### config.mk
export PLATFORM = sky130hd
export DESIGN_NAME = cmd_frame_detector
export DESIGN_NICKNAME = d
export VERILOG_FILES = /design/src/rtl/cfd_pkg.sv /design/src/rtl/cfd_manchester.sv /design/src/rtl/cfd_cmd_table.sv /design/src/rtl/cfd_sequencer.sv /design/src/rtl/cmd_frame_detector.sv
export SDC_FILE = /design/constraint.sdc
export NUM_CORES = 1
export LEC_CHECK = 0
export ABC_AREA = 0
export BUFFER_PORTS_ARGS = -buffer_cell sky130_fd_sc_hd__buf_2
export CAP_MARGIN = 20
export CORE_UTILIZATION = 55
export CTS_BUF_LIST = sky130_fd_sc_hd__clkbuf_2 sky130_fd_sc_hd__clkbuf_4 sky130_fd_sc_hd__clkbuf_8
export DETAILED_ROUTE_END_ITERATION = 12
export PLACE_DENSITY = 0.81
export RECOVER_POWER = 50
export REMOVE_ABC_BUFFERS = 1
export SLEW_MARGIN = 20
export SYNTH_ARGS = -nofsm -noshare
export SYNTH_HDL_FRONTEND = slang
export SYNTH_HIERARCHICAL = 1
export SYNTH_SLANG_ARGS = --single-unit
### constraint.sdc
create_clock -name clk -period 3 [get_ports clk]
set_input_delay 0.15 -clock clk [delete_from_list [all_inputs] [get_ports clk]]
set_output_delay 0.15 -clock clk [all_outputs]
set_load 0.005 [all_outputs]
### src/rtl/cfd_pkg.sv
package cfd_pkg;

    typedef enum logic [1:0] {
        ST_HUNT    = 2'd0,
        ST_COLLECT = 2'd1,
        ST_COMPARE = 2'd2
    } seq_state_e;

endpackage

### src/rtl/cfd_manchester.sv
// Pairs incoming half-bits into Manchester symbols.
// (1,0) -> 1, (0,1) -> 0, equal halves -> error with a slip of one half-bit.
module cfd_manchester (
    input  logic clk,
    input  logic rst_n,
    input  logic half_vld,
    input  logic half_bit,
    output logic dec_vld,
    output logic dec_bit,
    output logic dec_err
);

    logic have_first;
    logic first_half;

    always_ff @(posedge clk) begin
        if (!rst_n) begin
            have_first <= 1'b0;
            first_half <= 1'b0;
            dec_vld    <= 1'b0;
            dec_bit    <= 1'b0;
            dec_err    <= 1'b0;
        end else begin
            dec_vld <= 1'b0;
            dec_err <= 1'b0;
            if (half_vld) begin
                if (!have_first) begin
                    first_half <= half_bit;
                    have_first <= 1'b1;
                end else if (first_half != half_bit) begin
                    dec_vld    <= 1'b1;
                    dec_bit    <= first_half;
                    have_first <= 1'b0;
                end else begin
                    // invalid symbol: keep the second half as the start of a new pair
                    dec_err    <= 1'b1;
                    first_half <= half_bit;
                    have_first <= 1'b1;
                end
            end
        end
    end

endmodule

### src/rtl/cfd_cmd_table.sv
// Loadable table of command words; compares one probe word against all entries.
module cfd_cmd_table #(
    parameter int FRAME_W = 16,
    parameter int N_CMD   = 16,
    parameter int IDX_W   = 4
) (
    input  logic               clk,
    input  logic               rst_n,
    input  logic               wr_en,
    input  logic [IDX_W-1:0]   wr_idx,
    input  logic [FRAME_W-1:0] wr_word,
    input  logic               wr_valid,
    input  logic [FRAME_W-1:0] probe_word,
    output logic               hit_any,
    output logic [IDX_W-1:0]   hit_idx
);

    logic [FRAME_W-1:0] entry_word [N_CMD];
    logic [N_CMD-1:0]   entry_ok;
    logic [N_CMD-1:0]   match_vec;

    for (genvar g = 0; g < N_CMD; g++) begin : g_entry
        always_ff @(posedge clk) begin
            if (!rst_n) begin
                entry_word[g] <= '0;
                entry_ok[g]   <= 1'b0;
            end else if (wr_en && (wr_idx == IDX_W'(g))) begin
                entry_word[g] <= wr_word;
                entry_ok[g]   <= wr_valid;
            end
        end

        assign match_vec[g] = entry_ok[g] && (entry_word[g] == probe_word);
    end

    // lowest index wins
    always_comb begin
        hit_idx = '0;
        for (int i = N_CMD - 1; i >= 0; i--) begin
            if (match_vec[i]) begin
                hit_idx = IDX_W'(i);
            end
        end
    end

    assign hit_any = |match_vec;

endmodule

### src/rtl/cfd_sequencer.sv
// Frame sequencer: start-pattern hunt, word collection, registered compare.
module cfd_sequencer
    import cfd_pkg::*;
#(
    parameter int SYNC_W  = 8,
    parameter int FRAME_W = 16,
    parameter int IDX_W   = 4
) (
    input  logic               clk,
    input  logic               rst_n,
    input  logic               dec_vld,
    input  logic               dec_bit,
    input  logic               dec_err,
    input  logic [SYNC_W-1:0]  start_pat,
    input  logic               match_any,
    input  logic [IDX_W-1:0]   match_idx,
    output logic [FRAME_W-1:0] frame_word,
    output logic               cmd_hit,
    output logic [IDX_W-1:0]   cmd_idx,
    output seq_state_e         state
);

    localparam int FILL_W = $clog2(SYNC_W + 1);
    localparam int CNT_W  = (FRAME_W > 1) ? $clog2(FRAME_W) : 1;

    seq_state_e        state_n;
    logic [SYNC_W-1:0] hunt_sh;
    logic [SYNC_W-1:0] hunt_next;
    logic [FILL_W-1:0] hunt_fill;
    logic [CNT_W-1:0]  bit_cnt;
    logic              sync_seen;
    logic              last_bit;

    assign hunt_next = {hunt_sh[SYNC_W-2:0], dec_bit};
    assign sync_seen = dec_vld
                    && (hunt_fill >= FILL_W'(SYNC_W - 1))
                    && (hunt_next == start_pat);
    assign last_bit  = dec_vld && (bit_cnt == CNT_W'(FRAME_W - 1));

    // state register
    always_ff @(posedge clk) begin
        if (!rst_n) begin
            state <= ST_HUNT;
        end else begin
            state <= state_n;
        end
    end

    // next-state logic
    always_comb begin
        state_n = state;
        unique case (state)
            ST_HUNT: begin
                if (sync_seen) begin
                    state_n = ST_COLLECT;
                end
            end
            ST_COLLECT: begin
                if (dec_err) begin
                    state_n = ST_HUNT;
                end else if (last_bit) begin
                    state_n = ST_COMPARE;
                end
            end
            ST_COMPARE: begin
                state_n = ST_HUNT;
            end
            default: begin
                state_n = ST_HUNT;
            end
        endcase
    end

    // hunt window and word collection
    always_ff @(posedge clk) begin
        if (!rst_n) begin
            hunt_sh    <= '0;
            hunt_fill  <= '0;
            bit_cnt    <= '0;
            frame_word <= '0;
        end else begin
            unique case (state)
                ST_HUNT: begin
                    bit_cnt <= '0;
                    if (dec_err || sync_seen) begin
                        hunt_fill <= '0;
                        hunt_sh   <= '0;
                    end else if (dec_vld) begin
                        hunt_sh <= hunt_next;
                        if (hunt_fill < FILL_W'(SYNC_W)) begin
                            hunt_fill <= hunt_fill + 1'b1;
                        end
                    end
                end
                ST_COLLECT: begin
                    hunt_fill <= '0;
                    hunt_sh   <= '0;
                    if (dec_vld && !dec_err) begin
                        frame_word <= {frame_word[FRAME_W-2:0], dec_bit};
                        bit_cnt    <= bit_cnt + 1'b1;
                    end
                end
                ST_COMPARE: begin
                    hunt_fill <= '0;
                    hunt_sh   <= '0;
                    bit_cnt   <= '0;
                end
                default: begin
                    hunt_fill <= '0;
                end
            endcase
        end
    end

    // outputs
    always_ff @(posedge clk) begin
        if (!rst_n) begin
            cmd_hit <= 1'b0;
            cmd_idx <= '0;
        end else begin
            cmd_hit <= 1'b0;
            if ((state == ST_COMPARE) && match_any) begin
                cmd_hit <= 1'b1;
                cmd_idx <= match_idx;
            end
        end
    end

endmodule

### src/rtl/cmd_frame_detector.sv
// Top: Manchester decode, start-pattern framing, command table match.
module cmd_frame_detector
    import cfd_pkg::*;
#(
    parameter  int SYNC_W  = 8,
    parameter  int FRAME_W = 16,
    parameter  int N_CMD   = 16,
    localparam int IDX_W   = (N_CMD > 1) ? $clog2(N_CMD) : 1
) (
    input  logic               clk,
    input  logic               rst_n,
    input  logic               half_vld,
    input  logic               half_bit,
    input  logic [SYNC_W-1:0]  start_pat,
    input  logic               tbl_we,
    input  logic [IDX_W-1:0]   tbl_idx,
    input  logic [FRAME_W-1:0] tbl_word,
    input  logic               tbl_valid,
    output logic               cmd_hit,
    output logic [IDX_W-1:0]   cmd_idx
);

    logic               dec_vld;
    logic               dec_bit;
    logic               dec_err;
    logic [FRAME_W-1:0] frame_word;
    logic               match_any;
    logic [IDX_W-1:0]   match_idx;
    seq_state_e         seq_state;

    cfd_manchester u_dec (
        .clk      (clk),
        .rst_n    (rst_n),
        .half_vld (half_vld),
        .half_bit (half_bit),
        .dec_vld  (dec_vld),
        .dec_bit  (dec_bit),
        .dec_err  (dec_err)
    );

    cfd_cmd_table #(
        .FRAME_W (FRAME_W),
        .N_CMD   (N_CMD),
        .IDX_W   (IDX_W)
    ) u_tbl (
        .clk        (clk),
        .rst_n      (rst_n),
        .wr_en      (tbl_we),
        .wr_idx     (tbl_idx),
        .wr_word    (tbl_word),
        .wr_valid   (tbl_valid),
        .probe_word (frame_word),
        .hit_any    (match_any),
        .hit_idx    (match_idx)
    );

    cfd_sequencer #(
        .SYNC_W  (SYNC_W),
        .FRAME_W (FRAME_W),
        .IDX_W   (IDX_W)
    ) u_seq (
        .clk        (clk),
        .rst_n      (rst_n),
        .dec_vld    (dec_vld),
        .dec_bit    (dec_bit),
        .dec_err    (dec_err),
        .start_pat  (start_pat),
        .match_any  (match_any),
        .match_idx  (match_idx),
        .frame_word (frame_word),
        .cmd_hit    (cmd_hit),
        .cmd_idx    (cmd_idx),
        .state      (seq_state)
    );

endmodule

==> impl_metrics.env <==
export IMPL_numCtsBuffers=51
export IMPL_worst_pin_slew_ns=1.006
export IMPL_antenna_found_initial=1
export IMPL_grt_pass1_vias=9727
export IMPL_via_per_inst=5.608
export IMPL_p_int_mw=7.265
export IMPL_cp_endpoint="u_seq/cmd_idx[0]"
export IMPL_skew_ns=0.03309
export IMPL_post_cts_resized=0
export IMPL_drtPass1Iterations=5
export IMPL_drive_above_1_share_pct=12.76
export IMPL_mostFrequentLayoutCell="edfxtp_1"
export IMPL_yosys_warnings=6
export IMPL_maxCapViolations=0
export IMPL_ys_async_sr_fraction_pct=0
export IMPL_synth_top_family_by_area="simple AND/OR/NAND/NOR gates"
export IMPL_cp_arrival_ns=3.20
export IMPL_start_util_pct=56.47
export IMPL_cpMostUsedCell="nand2_1"
export IMPL_whs_path_depth=3
export IMPL_nets=1399
export IMPL_fillers=2056
export IMPL_max_freq_mhz=362.0
export IMPL_cts_tree="built"
export IMPL_ir_drop_mv=0.3702
export IMPL_endpoint_kind="flip-flop"
export IMPL_seq_power_share_pct=53.5
export IMPL_worst_path_max_fanout=10
export IMPL_required_ns=3.44
export IMPL_clk_latency_ns=0.59
export IMPL_reg2reg_slack_ns=0.24
export IMPL_drt_wl_total_um=38340
export IMPL_io_buffers=38
export IMPL_finalCritPeriodShare_pct=92.09
export IMPL_timing_setup_tns_ns=0
export IMPL_num_vias=9954
export IMPL_dpl_hpwl_um=22810
export IMPL_setup_worst_path_start_class="flip-flop"
export IMPL_cts_sinks=315
export IMPL_startpoint="u_seq/frame_word[11]"
export IMPL_layout_common_cells="edfxtp_1, and2_1, xor2_1"
export IMPL_mappedNetlistArea_um2=15300
export IMPL_synthFlopType="edfxtp_1"
export IMPL_synth_compound_area_share_pct=3.564
export IMPL_dieArea_um2=28500
export IMPL_finalPower_mw=9.440
export IMPL_grt_pass1_wl_um=57260
export IMPL_switching_power_mw=2.175
export IMPL_synthMuxAreaShare_pct=0.1962
export IMPL_wl_per_cell_um=21.60
export IMPL_cts_buffer_depth=3
export IMPL_hold_viol=0
export IMPL_core_um2=27100
export IMPL_synth_xor_area_share_pct=15.28
export IMPL_synth_edf_count=256
export IMPL_clkPwrFrac_pct=41.1
export IMPL_clk_pin_slew_ns=0.07
export IMPL_ys_seq_area_share_pct=57.95
export IMPL_io_pins=39
export IMPL_gp_congestion=0.8600
export IMPL_gr_total_overflow=0
export IMPL_route_detailed_drc=0
export IMPL_syn_inst=1285
export IMPL_reg2reg_to="u_seq/cmd_idx[0]"
export IMPL_crit_type="flip-flop to flip-flop"
export IMPL_min_period_ns=2.763
export IMPL_cp_slowest_stage_delay_ns=0.56
export IMPL_grt_start_max_net_pins=27
export IMPL_setup_viol=0
export IMPL_avgSynthCellArea_um2=11.91
export IMPL_rr_worst_depth=11
export IMPL_grt_util_all_layers_pct=27.31
export IMPL_drtIter0Drc=1163
export IMPL_drt_antenna_violating_nets=0
export IMPL_status="complete, no violations"
export IMPL_hold_slack_ns=0.05581
export IMPL_synth_cell_type_count=54
export IMPL_syn_to_final_growth_pct=11.11
export IMPL_slew_viol_final=0
export IMPL_r2r_start="u_seq/frame_word[11]"
export IMPL_antennaDiodeCount=0
export IMPL_crit_chain="buf_4, xor2_1, nor4_1, nand4_1, nor3_1, nor4_1, and2_1, nand2_1, nand2_1, nand2_1, a21oi_1"
export IMPL_rows=60
export IMPL_power_density_nw_per_um2=555.1
export IMPL_die_height_um=168.8
export IMPL_yosys_area_share_simple_pct=18.86
export IMPL_max_slew_margin_rel_pct=32.94
export IMPL_synth_fa_ha_area_share_pct=0.4088
export IMPL_cts_root_buffer="clkbuf_8"
export IMPL_worstHoldPathType="primary input to flip-flop"
export IMPL_critPathSlowestCell="nor3_1"
export IMPL_power_frac_comb_pct=5.3
export IMPL_htreeDepth=2
export IMPL_switching_share_pct=23.04
export IMPL_synth_seq_cells=315
export IMPL_die_width_um=168.8
export IMPL_rsz0062_at_grt="no"
export IMPL_power_leakage_nw=6.482
[registers in the layout, indices dropped and copies added (netlist names)]
| name | count |
|---|---|
| u_dec/have_first | 1 |
| u_seq/cmd_hit | 1 |
| u_dec/first_half | 1 |
| u_seq/frame_word | 16 |
| u_tbl/entry_word | 256 |
| u_seq/state | 2 |
| u_dec/dec_vld | 1 |
| u_dec/dec_err | 1 |
| u_tbl/entry_ok | 16 |
| u_seq/hunt_sh | 7 |
| u_dec/dec_bit | 1 |
| u_seq/hunt_fill | 4 |
| u_seq/cmd_idx | 4 |
| u_seq/bit_cnt | 4 |
[metrics by stage]
stage	std cells	setup WS, ns	util [%]	cell area (um2)
floorplan	1209	0.6337	-	14820
global placement	1676	0.5126	58.92	15970
detailed placement	1676	0.3740	58.92	15970
CTS	1775	0.3375	63.02	17080
global route	1775	0.09863	62.75	17010
finish	1775	0.2373	62.75	17010
[cells in the mapped netlist (26+ instances only)]
library cell    n  area, um2
and2_1        259       1620
edfxtp_1      256       7687
xor2_1        197       1725
nand2_1        76      285.3
xnor2_1        70      613.1
dfxtp_1        59       1181
o21ai_0        44      220.2
clkbuf_1       41      153.9
nor4_1         38      237.7
nor2_1         35      131.4
a21oi_1        27      135.1
nand4_1        26      162.7
[area by class of cell]
| class | count | area [um2] | share of cell area, % |
|---|---|---|---|
| Clock buffer | 81 | 970.9 | 5.710 |
| Clock inverter | 15 | 111.4 | 0.6548 |
| Inverter | 24 | 90.09 | 0.5298 |
| Multi-Input combinational cell | 870 | 5863 | 34.48 |
| Sequential cell | 315 | 8869 | 52.15 |
| Tap cell | 372 | 465.4 | 2.737 |
| Timing Repair Buffer | 98 | 635.6 | 3.738 |
[per-layer routing]
metal | track usage [%] | vias up | part of all wire (%)
met5 | 0 | - | 0.039
met4 | 9.921 | 2 | 3.5
met3 | 5.214 | 108 | 9.9
met2 | 43.03 | 561 | 46
met1 | 37.81 | 4743 | 41
li1 | - | 4540 | -
[power by group through the flow]
stage | clock network, mW | logic, mW | registers, mW
3_3_place_gp | 0 | 0.493 | 5.13
6_report | 3.88 | 0.505 | 5.05
5_1_grt | 4.11 | 0.541 | 5.07
3_5_place_dp | 0 | 0.505 | 5.14
2_1_floorplan | 0 | 0.281 | 5.12
4_1_cts | 3.92 | 0.514 | 5.05
[logic make-up (layout without fill, tap and decap cells)]
| kind of cell | count (synthesis) | count (layout) |
|---|---|---|
| multiplexers | 3 | 3 |
| AND/OR/NAND/NOR | 501 | 501 |
| buffers and inverters | 100 | 218 |
| adder cells (fa/ha/maj) | 5 | 5 |
| flip-flops | 315 | 315 |
| AO/OA/AOI/OAI | 94 | 94 |
| XOR/XNOR | 267 | 267 |
[repair_timing]
item	in CTS	in global routing
hold buffers	3	0
buffers inserted	0	0
endpoints found under the hold margin	5	0
[worst min-delay path by stage]
stage / endpoint / start / slack [ns]
6_report: u_tbl/entry_ok[10] / tbl_valid / 0.06
3_3_place_gp: u_dec/have_first / half_vld / 0.41
4_1_cts: u_tbl/entry_ok[11] / tbl_valid / 0.003
2_1_floorplan: u_dec/have_first / half_vld / 0.26
5_1_grt: u_tbl/entry_ok[10] / tbl_valid / 0.05
3_5_place_dp: u_dec/have_first / half_vld / 0.42
[critical path: cells and delay by family, from the launching register on]
family | cells | cell delay [ns]
AND/OR/NAND/NOR | 8 | 1.85
XOR/XNOR | 1 | 0.19
AO/OA/AOI/OAI | 1 | 0.07
flip-flops | 1 | 0.31
buffers and inverters | 1 | 0.20
Note: power is estimated with default switching activity, not from simulation.
